$ cat src/rtl/keyed_wdog.sv
module keyed_wdog #(
  parameter int CW = 16,
  parameter int KEY_GAP = 16,
  parameter int CFG_OPEN = 128,
  parameter logic [CW-1:0] TOUT_INIT = 'h400
) (
  input  logic        clk,
  input  logic        rst_n,
  input  logic        bus_we,
  input  logic [3:0]  bus_addr,
  input  logic [31:0] bus_wdata,
  output logic [31:0] bus_rdata,
  output logic        rst_req
);
  localparam int AW = $clog2(KEY_GAP + 1);
  localparam int OW = $clog2(CFG_OPEN + 1);

  typedef enum logic [1:0] {K_IDLE, K_UNLK, K_SERV} kst_t;

  kst_t          kst;
  logic [AW-1:0] kage;
  logic [OW-1:0] ocnt;
  logic [CW-1:0] cnt, tout, win;
  logic          en, upd, cfgd;

  wire [15:0] wk      = bus_wdata[15:0];
  wire        key_wr  = bus_we && bus_addr[3:2] == 2'd1;
  wire        in_time = kage < AW'(KEY_GAP);
  wire        unlock_ok = key_wr && wk == 16'hD928 && kst == K_UNLK && in_time;
  wire        ref_ok    = key_wr && wk == 16'hB480 && kst == K_SERV && in_time;
  wire        cfg_ok  = !cfgd || (upd && ocnt != '0);
  wire        ctrl_wr = bus_we && bus_addr[3:2] == 2'd0 && cfg_ok;
  wire        tout_wr = bus_we && bus_addr[3:2] == 2'd2 && cfg_ok;
  wire        win_wr  = bus_we && bus_addr[3:2] == 2'd3 && cfg_ok;
  wire        cnt_hit = cnt == tout;
  wire [CW-1:0] cnt_inc = cnt + 1'b1;
  wire        viol    = ref_ok && en && win != '0 && cnt < win;

  logic unused_bits;
  assign unused_bits = &{1'b0, bus_wdata[31:16], bus_addr[1:0]};

  always_ff @(posedge clk) begin
    if (!rst_n) begin
      kst  <= K_IDLE;
      kage <= '0;
    end else if (key_wr) begin
      kage <= '0;
      if (wk == 16'hC520)      kst <= K_UNLK;
      else if (wk == 16'hA602) kst <= K_SERV;
      else                     kst <= K_IDLE;
    end else if (kst != K_IDLE) begin
      if (kage == AW'(KEY_GAP - 1)) kst <= K_IDLE;
      else                          kage <= kage + 1'b1;
    end
  end

  always_ff @(posedge clk) begin
    if (!rst_n)              ocnt <= '0;
    else if (unlock_ok)      ocnt <= OW'(CFG_OPEN);
    else if (ocnt != '0)     ocnt <= ocnt - 1'b1;
  end

  always_ff @(posedge clk) begin
    if (!rst_n) begin
      en   <= 1'b1;
      upd  <= 1'b0;
      cfgd <= 1'b0;
      tout <= TOUT_INIT;
      win  <= '0;
    end else begin
      if (ctrl_wr) begin
        en   <= bus_wdata[7];
        upd  <= bus_wdata[5];
        cfgd <= 1'b1;
      end
      if (tout_wr) tout <= bus_wdata[CW-1:0];
      if (win_wr)  win  <= bus_wdata[CW-1:0];
    end
  end

  always_ff @(posedge clk) begin
    if (!rst_n) begin
      cnt     <= '0;
      rst_req <= 1'b0;
    end else begin
      if (ref_ok)  cnt <= '0;
      else if (en) cnt <= cnt_hit ? '0 : cnt_inc;
      rst_req <= viol || (en && !ref_ok && !cnt_hit && cnt_inc == tout);
    end
  end

  always_comb begin
    case (bus_addr[3:2])
      2'd0:    bus_rdata = {20'b0, cfgd, 3'b0, en, 1'b0, upd, 5'b0};
      2'd1:    bus_rdata = {{(32-CW){1'b0}}, cnt};
      2'd2:    bus_rdata = {{(32-CW){1'b0}}, tout};
      default: bus_rdata = {{(32-CW){1'b0}}, win};
    endcase
  end
endmodule


$ cat config.mk
export PLATFORM = sky130hd
export DESIGN_NAME = keyed_wdog
export DESIGN_NICKNAME = d
export VERILOG_FILES = /design/src/rtl/keyed_wdog.sv
export SDC_FILE = /design/constraint.sdc
export NUM_CORES = 1
export LEC_CHECK = 0
export BUFFER_PORTS_ARGS = -buffer_cell sky130_fd_sc_hd__buf_2
export CORE_MARGIN = 2
export CORE_UTILIZATION = 25
export CTS_BUF_LIST = sky130_fd_sc_hd__clkbuf_2 sky130_fd_sc_hd__clkbuf_4 sky130_fd_sc_hd__clkbuf_8
export CTS_CLUSTER_SIZE = 14
export DETAILED_ROUTE_END_ITERATION = 8
export PLACE_DENSITY = 0.41
export SYNTH_ARGS = -nofsm -noshare
export SYNTH_HDL_FRONTEND = slang
export SYNTH_SLANG_ARGS = --single-unit
export TNS_END_PERCENT = 20
$ cat constraint.sdc
create_clock -name clk -period 2.2 [get_ports clk]
set_input_delay 0.44 -clock clk [delete_from_list [all_inputs] [get_ports clk]]
set_output_delay 0.44 -clock clk [all_outputs]
set_load 0.02 [all_outputs]
* Word-level counts from Yosys, hierarchy flattened
Index checks and enable logic that the tools add are counted.
Cells by class: add/subtract/negate cells 3, multiplexer cells 9, eq/ne operators 12, reductions and logical operators 37, $lt $le $gt $ge 2, bitwise operators 2
Operators by type and width (number):
- 16-bit equality test, second input constant | 4
- 16-bit one-hot mux with 3 select lines | 1
- 16-bit equality test | 2
- 1-bit logical AND | 20
- 16-bit by 1-bit adder with 16-bit output, second input constant | 1
- 16-bit < comparator | 1
- 16-bit two-way mux | 1
- 8-bit two-way mux | 2
- 16-bit nonzero test | 1
- 2-bit two-way mux | 5
- 2-bit nonzero test | 4
- 8-bit nonzero test | 1
- 8-bit by 1-bit subtractor with 8-bit output, second input constant | 1
- 2-bit equality test, second input constant | 3
- 2-bit OR reduction | 3
- 5-bit by 1-bit adder with 5-bit output, second input constant | 1
- 5-bit by 4-bit equality test with 1-bit output, second input constant | 1
- 5-bit < comparator, second input constant | 1
- 2-bit by 1-bit equality test with 1-bit output, second input constant | 2
- 2-bit AND reduction | 2
- 1-bit logical NOT | 3
- 2-bit logical NOT | 1
- 1-bit logical OR | 2
- 1-bit NOT | 2
Storage, ports and cells: word-level logic and storage cells 76, register bits after elaboration 67, bits of input ports 39, output and inout bits 33

* Depth between registers and ports, before layout
word-level depth 10, depth in mapped cells 10, depth with buffers taken out 8

* Worst setup path before layout
Ideal clock, no wire load.
path type input port to output port, from input bus_addr[3], to output bus_rdata[0], cell stages on the path 4, slack 49 ps, buffers on the path 2, arrival time 1711 ps, data required time 1760 ps, cells stage by stage clkbuf_1 > clkbuf_1 > mux2_2 > a22o_1
Between the ends: cells in the longest elaborated chain, start to end 2, elaborated cells between the ends (all ways) 4
Ends and longest elaborated chain:
- from (decl) | line 10 | input logic [3:0] bus_addr,
- 2-bit equality test, or another cell as far along | line 93 | case (bus_addr[3:2])
- 16-bit one-hot mux with 3 select lines (*) | line 93
- to (decl) | line 12 | output logic [31:0] bus_rdata,
Mark *: on every way between the ends. The rest lies on a longest branch, timed or not.

* Worst setup path after layout
from register cnt[7], to output bus_rdata[7]
Between the ends: cells in the longest elaborated chain, start to end 1
Ends and longest elaborated chain:
- from (decl) | line 23 | logic [CW-1:0] cnt, tout, win;
- from (signal assigned) | line 87 | else if (en) cnt <= cnt_hit ? '0 : cnt_inc;
- 16-bit one-hot mux with 3 select lines | line 93
No other way between the ends.

==> impl_metrics.sql <==
INSERT INTO impl_metrics (metric_group, metric, value, unit) VALUES
('clocking', 'clkSinkCount', '67', ''),
('outcome', 'status', 'completed', ''),
('pwr', 'cell_internal_power', '2.16', 'mW'),
('cells_and_area', 'flow.area_growth_from_synthesis', '17.1', '%'),
('pwr', 'swShare', '0.316', ''),
('run', 'drv.max_cap_violation_count', '0', ''),
('pwr', 'clockPowerShare', '0.315', ''),
('floorplanning', 'dieHeight', '135', 'um'),
('synthesis', 'synth.ff_latch_count', '67', ''),
('drt', 'routed_via_density', '4.62', ''),
('sta', 'finalSetupTns', '0', 'ns'),
('synthesis', 'yosys_warnings', '0', ''),
('drt', 'drt_pass1_iterations', '4', ''),
('cells_and_area', 'final_common_cell', 'sky130_fd_sc_hd__dfxtp_1', ''),
('synthesis', 'post_synth_num_cell_types', '58', ''),
('cells_and_area', 'antenna-diode-count', '0', ''),
('floorplanning', 'floorplan.die.width', '135', 'um'),
('sta', 'final.setup_skew', '0.0130', 'ns'),
('floorplanning', 'core_area', '0.0167', 'mm2'),
('sta', 'setup_repair_after_global_routing_missed_its_margin', 'no', ''),
('pwr', 'leakage', '2.09', 'nW'),
('sta', 'final-hold-violation-count', '0', ''),
('setup_path', 'cp.arrival', '1.64', 'ns'),
('setup_path', 'crit_path_max_fanout', '8', ''),
('synthesis', 'dominantRegCellSynth', 'sky130_fd_sc_hd__dfxtp_1', ''),
('floorplanning', 'die-area', '0.0182', 'mm2'),
('clocking', 'cts.root.buffer_cell', 'sky130_fd_sc_hd__clkbuf_8', ''),
('floorplanning', 'floorplan.rows', '47', ''),
('grt', 'number_of_global_route_vias_before_repair', '3623', ''),
('cells_and_area', 'register_area', '0.00134', 'mm2'),
('drt', 'post-route-drc-count', '0', ''),
('cells_and_area', 'post-route-util', '0.301', ''),
('setup_path', 'crit_buf_inv', '2', ''),
('worst_hold_path', 'holdPathStages', '3', ''),
('cells_and_area', 'fin_cells', '766', ''),
('synthesis', 'ys_top_cells_by_area', 'sky130_fd_sc_hd__dfxtp_1 (31%), sky130_fd_sc_hd__mux2i_1 (7.9%), sky130_fd_sc_hd__xor2_1 (5.9%)', ''),
('pwr', 'pwr-share-seq', '0.444', ''),
('drt', 'routed-via-count', '3540', ''),
('synthesis', 'synthesized_netlist_cell_count', '484', ''),
('grt', 'grt-ovfl-total', '0', ''),
('setup_path', 'critical_path_class', 'reg2out', ''),
('synthesis', 'synth_enable_flop_cells', '0', ''),
('placed_design', 'place.gp.congestion', '0.837', ''),
('drt', 'detail_route.wl_per_cell', '16.3', 'um'),
('synthesis', 'post_synth.cell_area_avg', '8.86', 'um2'),
('setup_path', 'worst_path_dominant_cell_family', 'multiplexers', ''),
('placed_design', 'io_buffer_count', '37', ''),
('drt', 'drt_first_iter_violations', '173', ''),
('drt', 'final_antenna_net_count', '0', ''),
('cells_and_area', 'multi_input_area', '0.00269', 'mm2'),
('clocking', 'clkSlewWorstSetupHoldPaths', '0.08', 'ns'),
('setup_path', 'startpoint_type', 'register', ''),
('grt', 'grt_antenna_before_repair', '0', ''),
('cells_and_area', 'final.fill_count', '1825', ''),
('cells_and_area', 'layout.cells.most_common_list', 'sky130_fd_sc_hd__dfxtp_1 (67), sky130_fd_sc_hd__nor2_1 (41), sky130_fd_sc_hd__nor2b_1 (40)', ''),
('synthesis', 'post_synth_instance_area', '0.00429', 'mm2'),
('pwr', 'power_density', '630', 'mW/mm2'),
('sta', 'finalCritPeriodShare', '0.943', ''),
('grt', 'maximum_number_of_pins_on_one_net_before_global_route_repair', '26', ''),
('synthesis', 'synth_largest_area_cell', 'sky130_fd_sc_hd__dfxtp_1', ''),
('clocking', 'cts.htree.levels', '3', ''),
('placed_design', 'preCtsSetupSlack', '0.143', 'ns'),
('setup_path', 'critPathSlowestCell', 'sky130_fd_sc_hd__mux4_2', ''),
('sta', 'finalMaxSlewViolations', '0', ''),
('floorplanning', 'pin_count', '72', ''),
('clocking', 'tritoncts.num_buffers', '9', ''),
('setup_path', 'worst_setup_path_end_kind', 'output pin', ''),
('worst_hold_path', 'worst_hold_path_type', 'in2reg', ''),
('synthesis', 'synth.top_cell.area_share', '0.313', ''),
('placed_design', 'sum_of_net_half_perimeters_after_detailed_placement', '9.90', 'mm'),
('sta', 'max_clock_freq', '482', 'MHz');
## registers in the layout, indices dropped and copies added (netlist names), 2 cells and up
name and count:
cnt 16, kage 5, kst 2, ocnt 8, tout 16, win 16
## worst paths after layout
| path | start | to |
|---|---|---|
| worst min register to register | upd$_SDFFE_PN0P_ | upd$_SDFFE_PN0P_ |
| worst max register to register | ocnt[2]$_SDFFE_PP0P_ | win[15]$_SDFFE_PN0P_ |
| worst max-delay path | cnt[7]$_SDFFE_PP0P_ | bus_rdata[7] |
| worst min-delay path | bus_we | cfgd$_SDFFE_PN0P_ |
## cell type report
type                            count  share of cell area
Inverter                           21              0.0157
Sequential cell                    67               0.267
Clock inverter                      2             0.00199
Timing Repair Buffer               71              0.0902
Tap cell                          220              0.0548
Multi-Input combinational cell    371               0.536
Clock buffer                       14              0.0346
## power groups by stage
stage               registers, mW  clock network [mW]  logic, mW
global placement             1.43                   0      0.745
CTS                          1.41                1.05      0.760
finish                       1.40               0.996      0.763
floorplan                    1.41                   0      0.589
detailed placement           1.43                   0      0.756
global route                 1.42                1.09      0.854
## logic make-up after synthesis
logic type | Yosys count | share of synthesized area
buffers and inverters | 61 | 0.0764
AND/OR/NAND/NOR | 179 | 0.227
other | 1 | 0.000874
XOR/XNOR | 48 | 0.0980
multiplexers | 48 | 0.124
AO/OA/AOI/OAI | 61 | 0.106
flip-flops | 67 | 0.313
adder cells (fa/ha/maj) | 19 | 0.0554
## stage by stage
stage          cell area (um2)  power, mW
3_5_place_dp              4820       2.19
4_1_cts                   5010       3.21
2_1_floorplan             4350       2.00
6_report                  5020       3.16
5_1_grt                   5020       3.36
3_3_place_gp              4820       2.18
## cells in the mapped netlist (6+ instances only)
library cell,count
sky130_fd_sc_hd__nor2b_1,40
sky130_fd_sc_hd__nor2_1,41
sky130_fd_sc_hd__inv_1,21
sky130_fd_sc_hd__xor2_1,29
sky130_fd_sc_hd__a22o_1,13
sky130_fd_sc_hd__a21oi_1,11
sky130_fd_sc_hd__and3_1,6
sky130_fd_sc_hd__buf_4,16
sky130_fd_sc_hd__nand4_1,13
sky130_fd_sc_hd__o21ai_0,10
sky130_fd_sc_hd__nand2_1,23
sky130_fd_sc_hd__xnor2_1,19
sky130_fd_sc_hd__mux2_2,11
sky130_fd_sc_hd__dfxtp_1,67
sky130_fd_sc_hd__clkbuf_1,15
sky130_fd_sc_hd__nor4_1,8
sky130_fd_sc_hd__nand3_1,16
sky130_fd_sc_hd__mux2i_1,34
sky130_fd_sc_hd__ha_1,19
## metal layers
| metal | wire length (um) | global-route usage | vias to the layer above |
|---|---|---|---|
| li1 | - | - | 1783 |
| met1 | 6330 | 0.205 | 1673 |
| met2 | 5350 | 0.224 | 70 |
| met3 | 570 | 0.0285 | 14 |
| met4 | 216 | 0.0509 | 0 |
| met5 | 0 | 0 | - |
## timing repair
action / CTS / global route
hold endpoints to repair: 0 / 0
resized for setup: 0 / 4
buffers inserted: 0 / 0
setup endpoints to repair: 0 / 1
## tightest hold or removal path, stage by stage
cell                      delay [ns]
sky130_fd_sc_hd__buf_2          0.10
sky130_fd_sc_hd__a21oi_1        0.06
sky130_fd_sc_hd__nor2b_1        0.09
Note: power is estimated with default switching activity, not from simulation.
